**config.mk**
```make
export PLATFORM = sky130hd
export DESIGN_NAME = pwm_hr_dbuf
export DESIGN_NICKNAME = d
export VERILOG_FILES = /design/src/rtl/pwm_hr_pkg.sv /design/src/rtl/pwm_period_ctr.sv /design/src/rtl/pwm_cmp_buffer.sv /design/src/rtl/pwm_hr_gate.sv /design/src/rtl/pwm_hr_edge_fsm.sv /design/src/rtl/pwm_hr_dbuf.sv
export SDC_FILE = /design/constraint.sdc
export NUM_CORES = 1
export LEC_CHECK = 0
export BUFFER_PORTS_ARGS = -buffer_cell sky130_fd_sc_hd__buf_2
export CAP_MARGIN = 20
export CORE_ASPECT_RATIO = 1.25
export CORE_MARGIN = 2
export CORE_UTILIZATION = 53
export DETAILED_ROUTE_END_ITERATION = 7
export PLACE_DENSITY_LB_ADDON = 0.25
export SYNTH_ARGS = -nofsm -noshare
export SYNTH_HDL_FRONTEND = slang
export SYNTH_SLANG_ARGS = --single-unit
```
**constraint.sdc**
```tcl
create_clock -name clk -period 7.7 [get_ports clk]
set_input_delay 0.385 -clock clk [delete_from_list [all_inputs] [get_ports clk]]
set_output_delay 0.385 -clock clk [all_outputs]
set_load 0.02 [all_outputs]
```
**src/rtl/pwm_hr_pkg.sv**
```systemverilog
package pwm_hr_pkg;

    typedef enum logic [1:0] {
        ST_LOW     = 2'd0,
        ST_HIGH    = 2'd1,
        ST_HR_WAIT = 2'd2
    } edge_state_t;

    typedef enum logic [1:0] {
        ADDR_SHADOW = 2'd0,
        ADDR_PERIOD = 2'd1,
        ADDR_HRDLY  = 2'd2,
        ADDR_SPARE  = 2'd3
    } host_addr_t;

endpackage

```
**src/rtl/pwm_period_ctr.sv**
```systemverilog
module pwm_period_ctr #(
    parameter int CNT_W      = 8,
    parameter int RST_PERIOD = 16
) (
    input  logic             clk,
    input  logic             rst_n,
    input  logic             loop_tick,
    input  logic             period_wr,
    input  logic [CNT_W-1:0] period_din,
    output logic [CNT_W-1:0] cnt_next,
    output logic [CNT_W-1:0] period,
    output logic             wrap
);
    logic [CNT_W-1:0] cnt_q;
    logic             at_end;

    always_comb begin
        at_end   = (period <= CNT_W'(1)) || (cnt_q >= period - CNT_W'(1));
        cnt_next = at_end ? '0 : cnt_q + CNT_W'(1);
        wrap     = loop_tick && at_end;
    end

    always_ff @(posedge clk or negedge rst_n) begin
        if (!rst_n) begin
            cnt_q  <= '0;
            period <= CNT_W'(RST_PERIOD);
        end else begin
            if (loop_tick) cnt_q  <= cnt_next;
            if (period_wr) period <= period_din;
        end
    end
endmodule

```
**src/rtl/pwm_cmp_buffer.sv**
```systemverilog
module pwm_cmp_buffer #(
    parameter int CNT_W = 8
) (
    input  logic             clk,
    input  logic             rst_n,
    input  logic             loop_tick,
    input  logic             wrap,
    input  logic [CNT_W-1:0] cnt_next,
    input  logic [CNT_W-1:0] period,
    input  logic             sh_wr,
    input  logic [CNT_W-1:0] sh_din,
    output logic             cmp_eff_nz,
    output logic             fall_hit,
    output logic             pending
);
    logic [CNT_W-1:0] sh_q;
    logic [CNT_W-1:0] act_q;
    logic             hit;
    logic             xfer;
    logic [CNT_W-1:0] cmp_eff;

    always_comb begin
        hit        = loop_tick && ((cnt_next == act_q) || (wrap && (act_q >= period)));
        xfer       = hit && pending;
        cmp_eff    = xfer ? sh_q : act_q;
        cmp_eff_nz = (cmp_eff != '0);
        fall_hit   = loop_tick && !wrap && (cnt_next == act_q);
    end

    always_ff @(posedge clk or negedge rst_n) begin
        if (!rst_n) begin
            sh_q    <= '0;
            act_q   <= '0;
            pending <= 1'b0;
        end else begin
            if (sh_wr) sh_q  <= sh_din;
            if (xfer)  act_q <= sh_q;
            if (sh_wr)     pending <= 1'b1;
            else if (xfer) pending <= 1'b0;
        end
    end
endmodule

```
**src/rtl/pwm_hr_gate.sv**
```systemverilog
module pwm_hr_gate #(
    parameter int HR_W = 7
) (
    input  logic            clk,
    input  logic            rst_n,
    input  logic            loop_tick,
    input  logic            req,
    input  logic [HR_W-1:0] req_dly,
    output logic [HR_W-1:0] dly,
    output logic            err
);
    logic used_q;
    logic accept;

    always_comb accept = req && (!used_q || loop_tick);

    always_ff @(posedge clk or negedge rst_n) begin
        if (!rst_n) begin
            used_q <= 1'b0;
            dly    <= '0;
            err    <= 1'b0;
        end else begin
            if (accept) dly <= req_dly;
            if (accept)         used_q <= 1'b1;
            else if (loop_tick) used_q <= 1'b0;
            if (req && !accept) err <= 1'b1;
        end
    end
endmodule

```
**src/rtl/pwm_hr_edge_fsm.sv**
```systemverilog
module pwm_hr_edge_fsm
    import pwm_hr_pkg::*;
#(
    parameter int HR_W = 7
) (
    input  logic            clk,
    input  logic            rst_n,
    input  logic            loop_tick,
    input  logic            hr_en,
    input  logic            wrap,
    input  logic            cmp_eff_nz,
    input  logic            fall_hit,
    input  logic [HR_W-1:0] hr_dly,
    output logic            pin
);
    edge_state_t     state_q, state_nxt;
    logic [HR_W-1:0] hr_q, hr_nxt;

    always_comb begin
        state_nxt = state_q;
        hr_nxt    = hr_q;
        unique case (state_q)
            ST_LOW: begin
                if (wrap && cmp_eff_nz) state_nxt = ST_HIGH;
            end
            ST_HIGH: begin
                if (wrap) begin
                    if (!cmp_eff_nz) state_nxt = ST_LOW;
                end else if (fall_hit) begin
                    if (hr_dly == '0) begin
                        state_nxt = ST_LOW;
                    end else begin
                        state_nxt = ST_HR_WAIT;
                        hr_nxt    = hr_dly;
                    end
                end
            end
            ST_HR_WAIT: begin
                if (loop_tick) begin
                    state_nxt = (wrap && cmp_eff_nz) ? ST_HIGH : ST_LOW;
                end else if (hr_en) begin
                    hr_nxt = hr_q - HR_W'(1);
                    if (hr_q <= HR_W'(1)) state_nxt = ST_LOW;
                end
            end
            default: state_nxt = ST_LOW;
        endcase
    end

    // state register
    always_ff @(posedge clk or negedge rst_n) begin
        if (!rst_n) begin
            state_q <= ST_LOW;
            hr_q    <= '0;
        end else begin
            state_q <= state_nxt;
            hr_q    <= hr_nxt;
        end
    end

    // registered pin
    always_ff @(posedge clk or negedge rst_n) begin
        if (!rst_n) pin <= 1'b0;
        else        pin <= (state_nxt != ST_LOW);
    end
endmodule

```
**src/rtl/pwm_hr_dbuf.sv**
```systemverilog
module pwm_hr_dbuf
    import pwm_hr_pkg::*;
#(
    parameter int CNT_W       = 8,
    parameter int HR_MAX_MULT = 128,
    parameter int RST_PERIOD  = 16
) (
    input  logic             clk,
    input  logic             rst_n,
    input  logic             loop_tick,
    input  logic             hr_en,
    input  logic             wr_en,
    input  logic [1:0]       wr_addr,
    input  logic [CNT_W-1:0] wr_data,
    output logic             pwm_out,
    output logic             shadow_pending,
    output logic             hr_err
);
    localparam int HR_W = $clog2(HR_MAX_MULT);

    logic             sh_wr, per_wr, hr_req;
    logic [CNT_W-1:0] cnt_next, period;
    logic             wrap, cmp_eff_nz, fall_hit;
    logic [HR_W-1:0]  hr_dly;

    always_comb begin
        sh_wr  = wr_en && (wr_addr == ADDR_SHADOW);
        per_wr = wr_en && (wr_addr == ADDR_PERIOD);
        hr_req = wr_en && (wr_addr == ADDR_HRDLY);
    end

    pwm_period_ctr #(.CNT_W(CNT_W), .RST_PERIOD(RST_PERIOD)) i_ctr (
        .clk(clk), .rst_n(rst_n), .loop_tick(loop_tick),
        .period_wr(per_wr), .period_din(wr_data),
        .cnt_next(cnt_next), .period(period), .wrap(wrap)
    );

    pwm_cmp_buffer #(.CNT_W(CNT_W)) i_cmp (
        .clk(clk), .rst_n(rst_n), .loop_tick(loop_tick), .wrap(wrap),
        .cnt_next(cnt_next), .period(period),
        .sh_wr(sh_wr), .sh_din(wr_data),
        .cmp_eff_nz(cmp_eff_nz), .fall_hit(fall_hit), .pending(shadow_pending)
    );

    pwm_hr_gate #(.HR_W(HR_W)) i_gate (
        .clk(clk), .rst_n(rst_n), .loop_tick(loop_tick),
        .req(hr_req), .req_dly(wr_data[HR_W-1:0]),
        .dly(hr_dly), .err(hr_err)
    );

    pwm_hr_edge_fsm #(.HR_W(HR_W)) i_fsm (
        .clk(clk), .rst_n(rst_n), .loop_tick(loop_tick), .hr_en(hr_en),
        .wrap(wrap), .cmp_eff_nz(cmp_eff_nz), .fall_hit(fall_hit),
        .hr_dly(hr_dly), .pin(pwm_out)
    );
endmodule

```
==> flow_metrics.env, run 1 <==
export IMPL_seqPwrFrac_pct=44.6
export IMPL_slew_viol_final=0
export IMPL_wl_per_cell_um=16.4
export IMPL_p_comb_share_pct=39.8
export IMPL_drive_above_1_share_pct=21.1
export IMPL_grt_pass1_vias=2465
export IMPL_cts_tree="yes"
export IMPL_grt_max_degree=53
export IMPL_worstPathCellList="nor4_4 -> nand4_1 -> xnor2_1 -> ha_1 -> nand2_1 -> a211o_1 -> o211ai_2 -> o21ai_0 -> a32oi_1 -> a31oi_1 -> or4b_2 -> nand4_1"
export IMPL_n_fill_cell=540
export IMPL_pwr_share_clk_pct=15.6
export IMPL_synthCells=325
export IMPL_num_rows=32
export IMPL_grt_use_met3_pct=3.85
export IMPL_postCtsHoldBufs=0
export IMPL_crit_arrival_ns=4.20
export IMPL_slowest_stage="or4b_2"
export IMPL_floorplan_die_height_um=91.9
export IMPL_p_int_mw=0.621
export IMPL_cts_htree_levels=2
export IMPL_slew_headroom_pct=44.5
export IMPL_layout_common_cells="dfrtp_1 (51), mux2_2 (32), nand2_1 (29), o21ai_0 (23), ha_1 (21)"
export IMPL_critical_path_max_stage_delay_ns=0.72
export IMPL_leakagePower_nw=1.53
export IMPL_busiest_layer="met2"
export IMPL_vdd_drop_max_uv=167
export IMPL_cts_sinks=52
export IMPL_dr_first_iter_drc_count=109
export IMPL_syn_nets=361
export IMPL_insertion_delay_ns=0.31
export IMPL_antenna_found_initial=0
export IMPL_ys_seq_area_share_pct=39.7
export IMPL_yosys_area_top_type="dfrtp_1"
export IMPL_multi_input_area_sq_um=1850
export IMPL_synth_async_reset_ratio_pct=100
export IMPL_tns_ns=0
export IMPL_gp_congestion=0.889
export IMPL_power_density_nw_per_um2=300
export IMPL_outcome="finished, final reports clean"
export IMPL_track_usage_pct=22.9
export IMPL_netlist_area_sq_um=3280
export IMPL_path_clk_slew_ns=0.10
export IMPL_core_area_sq_um=6090
export IMPL_use_met1_pct=30.0
export IMPL_ys_seq_elements=52
export IMPL_ys_warn_count=0
export IMPL_drcViolationCount=0
export IMPL_rsz0062_at_grt="no"
export IMPL_finalSetupViolCount=0
export IMPL_synth_area_top_cells="dfrtp_1 (39%), mux2_2 (11%), ha_1 (8.0%)"
export IMPL_ys_types=61
export IMPL_die_w_um=74.3
export IMPL_power_share_switching_pct=41.1
export IMPL_routed_via_count=2495
export IMPL_dpl_hpwl_mm=5.36
export IMPL_grt_pass1_wl_mm=12.0
export IMPL_cp_num_buf_inv=0
export IMPL_critPathMostFrequentCell="nand4_1"
export IMPL_post_route_period_util_pct=51.3
export IMPL_synth_edf_count=0
export IMPL_min_period_ns=3.95
export IMPL_fmax_ghz=0.253
export IMPL_io_pins=18
export IMPL_critPathMaxFanout=13
export IMPL_critical_path_class="flip-flop to flip-flop"
export IMPL_viasPerCell=5.84
export IMPL_start_util_pct=53.9
export IMPL_tightest_slew_ns=0.828
export IMPL_drt_total_wl_mm=6.99
export IMPL_skew_ns=0.0112
export IMPL_io_buffers=17
export IMPL_required_ns=7.95
export IMPL_dr_pass1_iters=4
export IMPL_post_cts_resize_count=0
export IMPL_grt_use_met2_pct=38.1
export IMPL_drv_cap=0
export IMPL_cts_buffers=5
export IMPL_seq_area_sq_um=1300
export IMPL_p_switching_mw=0.433
export IMPL_post_cts_setup_buffers=0
export IMPL_synth_top_area_share_pct=38.9
export IMPL_cts_max_path_buffers=2
export IMPL_postSynthAreaPerCell_sq_um=10.1
export IMPL_grt_ovfl_total=0
export IMPL_syn_to_final_growth_pct=7.21
export IMPL_postRouteAntennaNets=0
export IMPL_fin_cells=427
export IMPL_hold_path_class="primary input to asynchronous set/reset pin"
export IMPL_worstSetupEndpointType="flip-flop"
export IMPL_synth_ff_type="dfrtp_1"
export IMPL_diodes=0
export IMPL_cts_root_buffer="clkbuf_8"
export IMPL_cp_top_family="compound AO/OA/AOI/OAI gates"
export IMPL_placed_cells=419
export IMPL_startpoint_type="flip-flop"
export IMPL_final_common_cell="dfrtp_1"
export IMPL_hold_violations=0
export IMPL_final_nets=377
export IMPL_dieArea_sq_um=6830
==> synthesized netlist by cell type (3+ instances only) <==
cell and number:
a2bb2oi_1 4, nor4_1 5, clkbuf_1 4, and2_1 3, xnor2_1 9, o31ai_1 3
nand3_1 13, nor3_1 5, a21oi_1 12, nand2_1 29, nand2b_1 5, inv_1 18
o211ai_1 3, o21ai_0 23, and3_1 4, nand3b_1 4, nor2_1 10, mux2_2 32
or3_1 5, xor2_1 3, buf_2 3, a21o_1 4, ha_1 21, dfrtp_1 51
nand4_1 7
==> final cells by class <==
| type | instances | area share (%) |
|---|---|---|
| Sequential cell | 52 | 37.1 |
| Clock inverter | 2 | 0.498 |
| Tap cell | 85 | 3.03 |
| Clock buffer | 6 | 2.06 |
| Multi-Input combinational cell | 245 | 52.6 |
| Inverter | 18 | 1.92 |
| Timing Repair Buffer | 19 | 2.85 |
==> registers in the layout, indices dropped and copies added (netlist names) <==
| signal | flops |
|---|---|
| i_cmp.act_q | 8 |
| i_gate.dly | 7 |
| i_gate.err | 1 |
| i_cmp.sh_q | 8 |
| i_fsm.state_q | 2 |
| i_ctr.period | 8 |
| i_fsm.pin | 1 |
| i_fsm.hr_q | 7 |
| i_ctr.cnt_q | 8 |
| i_gate.used_q | 1 |
| i_cmp.pending | 1 |
==> final timing paths <==
kind / from / slack, ns / endpoint / depth (start not counted)
min reg2reg: i_gate.used_q / 0.50 / i_gate.used_q / 2
max: i_ctr.period[2] / 3.75 / i_fsm.hr_q[4] / 12
min: rst_n / 0.16 / i_ctr.cnt_q[0] / 2
min in group clk: wr_data[7] / 0.32 / i_ctr.period[7] / 2
max in group asynchronous: rst_n / 7.09 / i_fsm.state_q[0] / 2
max reg2reg: i_ctr.period[2] / 3.75 / i_fsm.hr_q[4] / 12
==> power by group through the flow <==
stage | sequential (mW) | combinational, mW | clock [mW]
floorplan | 0.431 | 0.348 | 0
global placement | 0.469 | 0.404 | 0
detailed placement | 0.472 | 0.418 | 0
CTS | 0.466 | 0.420 | 0.169
global route | 0.486 | 0.479 | 0.179
finish | 0.469 | 0.419 | 0.165
==> layer usage <==
layer | vias to the layer above | share of wire (%) | wire length (um)
met1 | 1201 | 44 | 3090
met2 | 54 | 52 | 3640
met5 | - | 0 | 0
li1 | 1229 | - | -
met4 | 0 | 1.3 | 94
met3 | 11 | 2.5 | 172
==> per-stage QoR <==
stage	setup slack [ns]	util (%)	total power, mW	hold WS [ns]	cell area, sq um
2_1_floorplan	4.44	-	0.779	0.0894	3280
6_report	3.75	57.8	1.05	0.162	3510
3_5_place_dp	3.80	56.3	0.890	0.478	3420
3_3_place_gp	3.98	56.3	0.873	0.479	3420
4_1_cts	3.78	57.8	1.06	0.195	3510
5_1_grt	3.45	57.8	1.15	0.223	3510
==> logic make-up (layout without fill, tap and decap cells) <==
| kind of cell | count (synthesis) | count (layout) | share of synthesized area [%] |
|---|---|---|---|
| xor+xnor | 12 | 12 | 3.21 |
| compound gates | 68 | 68 | 14.2 |
| buf+inv | 28 | 45 | 3.89 |
| simple gates | 111 | 111 | 19.7 |
| flops | 52 | 52 | 39.7 |
| fa+ha+maj | 21 | 21 | 8.02 |
| mux | 33 | 33 | 11.3 |
No activity file was read; power rests on OpenSTA's default activity.
==> inputs of run 2 (changes only) <==
clock period = 3.2 ns   (was 7.7 ns; I/O delays follow)
==> flow_metrics.env, run 2 (synthesis results as in run 1) <==
export IMPL_grt_ovfl_total=0
export IMPL_min_period_ns=3.26
export IMPL_core_area_sq_um=6090
export IMPL_vdd_drop_max_uv=493
export IMPL_num_rows=32
export IMPL_fin_area_sq_um=3890
export IMPL_outcome="complete, but fails checks"
export IMPL_dr_first_iter_drc_count=82
export IMPL_cts_sinks=52
export IMPL_dp_slack_ns=-0.228
export IMPL_cts_htree_levels=2
export IMPL_grt_pass1_vias=2763
export IMPL_worstSetupEndpointType="flip-flop"
export IMPL_path_clk_slew_ns=0.10
export IMPL_hold_path_class="primary input to flip-flop"
export IMPL_final_common_cell="dfrtp_1"
export IMPL_insertion_delay_ns=0.31
export IMPL_place_area_sq_um=3580
export IMPL_dpl_hpwl_mm=5.63
export IMPL_die_w_um=74.3
export IMPL_cts_buffers=5
export IMPL_dr_pass1_iters=4
export IMPL_io_buffers=17
export IMPL_viasPerCell=5.79
export IMPL_critical_path_class="flip-flop to flip-flop"
export IMPL_start_util_pct=53.9
export IMPL_diodes=0
export IMPL_tightest_slew_ns=0.817
export IMPL_post_route_period_util_pct=102
export IMPL_multi_input_area_sq_um=1960
export IMPL_cts_tree="yes"
export IMPL_floorplan_die_height_um=91.9
export IMPL_skew_ns=0.0105
export IMPL_drcViolationCount=0
export IMPL_finalSetupViolCount=11
export IMPL_drive_above_1_share_pct=30.5
export IMPL_antenna_found_initial=0
export IMPL_critPathMaxFanout=8
export IMPL_dieArea_sq_um=6830
export IMPL_violations="negative setup slack"
export IMPL_power_density_nw_per_um2=735
export IMPL_syn_to_final_growth_pct=18.7
export IMPL_cts_root_buffer="clkbuf_8"
export IMPL_final_nets=406
export IMPL_drv_cap=0
export IMPL_whs_ns=0.115
export IMPL_layout_common_cells="dfrtp_1 (51), mux2_2 (32), nand2_1 (28), buf_4 (28), ha_1 (21)"
export IMPL_rsz0062_at_grt="yes"
export IMPL_postRouteAntennaNets=0
export IMPL_wl_per_cell_um=16.1
export IMPL_io_pins=18
export IMPL_final_util_pct=63.9
export IMPL_slew_viol_final=0
export IMPL_track_usage_pct=24.6
export IMPL_routed_via_count=2638
export IMPL_startpoint_type="flip-flop"
export IMPL_hold_violations=0
export IMPL_fmax_ghz=0.306
export IMPL_required_ns=3.39
export IMPL_grt_pass1_wl_mm=12.9
export IMPL_seq_area_sq_um=1300
export IMPL_cts_max_path_buffers=2
export IMPL_n_fill_cell=494
export IMPL_drt_total_wl_mm=7.36
export IMPL_grt_max_degree=38
export IMPL_leakagePower_nw=1.69
export IMPL_crit_arrival_ns=3.46
export IMPL_gp_congestion=0.879
export IMPL_timing_final_ws_setup_ns=-0.0631
export IMPL_finalPower_mw=2.86
export IMPL_slew_headroom_pct=45.6
==> run 2: cell count changes in the layout (fill, tap and decap cells not counted), moves of 2 or more <==
cell,delta
or3b_4,+2
or3b_2,-2
o21ai_0,-3
a2bb2oi_2,+3
o21ai_1,+2
a21oi_2,+2
a21oi_1,-2
buf_4,+26
a2bb2oi_1,-3
inv_6,-2
==> run 2: timing repair <==
item / CTS / global route
buffers inserted: 7 / 1
hold buffers: 1 / 0
resized for setup: 18 / 4
hold endpoints to repair: 35 / 0
endpoints found under the setup margin: 15 / 16
pin swaps: 15 / 3
==> run 2: layout make-up <==
class	instances	share of cell area [%]
clock buffer	6	2.12
clock inverter	2	0.997
inverter	18	1.74
multi-input combinational	245	50.3
sequential	52	33.5
tap	85	2.73
timing repair buffer	48	8.65
==> run 2: path summary, 6_finish.rpt <==
| check | from | endpoint | slack [ns] | cells past startpoint |
|---|---|---|---|---|
| setup / recovery | i_ctr.period[5] | i_cmp.act_q[6] | -0.06 | 13 |
| hold / removal | wr_data[7] | i_ctr.period[7] | 0.11 | 2 |
| setup reg to reg | i_ctr.period[5] | i_cmp.act_q[6] | -0.06 | 13 |
| hold reg to reg | i_gate.err | i_gate.err | 0.50 | 1 |
| max in group asynchronous | rst_n | i_cmp.sh_q[5] | 1.98 | 3 |
| min in group asynchronous | rst_n | i_ctr.cnt_q[0] | 0.48 | 2 |
==> run 2: worst max-delay path: stages, from the launching register on <==
cell     delay (ns)
dfrtp_1        0.42
nor4_4         0.32
nand4_1        0.14
xnor2_1        0.16
ha_1           0.32
nand2_2        0.06
a211o_1        0.32
o211a_1        0.28
o21ai_1        0.11
a32oi_2        0.15
buf_4          0.18
a32oi_4        0.19
buf_6          0.17
mux2_2         0.33
==> run 2: metrics by stage <==
| step | cells | setup TNS, ns |
|---|---|---|
| after floorplan | 325 | 0 |
| after global placement | 439 | -0.155 |
| after detailed placement | 439 | -1.05 |
| after CTS | 455 | -0.448 |
| after global routing | 456 | -2.68 |
| final | 456 | -0.566 |
==> run 2: layer usage <==
metal	wire (um)	up-vias	share of wire [%]	GRT usage [%]
met5	0	-	0	0
met4	142	0	1.9	8.93
met3	235	16	3.2	3.85
met2	3880	55	53	42.5
met1	3100	1285	42	30.5
li1	-	1282	-	-
==> run 2: report_power, final <==
group	switching, mW	total (mW)	internal [mW]
combinational	0.643	1.28	0.634
sequential	0.251	1.10	0.848
clock	0.228	0.484	0.256
total	1.12	2.86	1.74
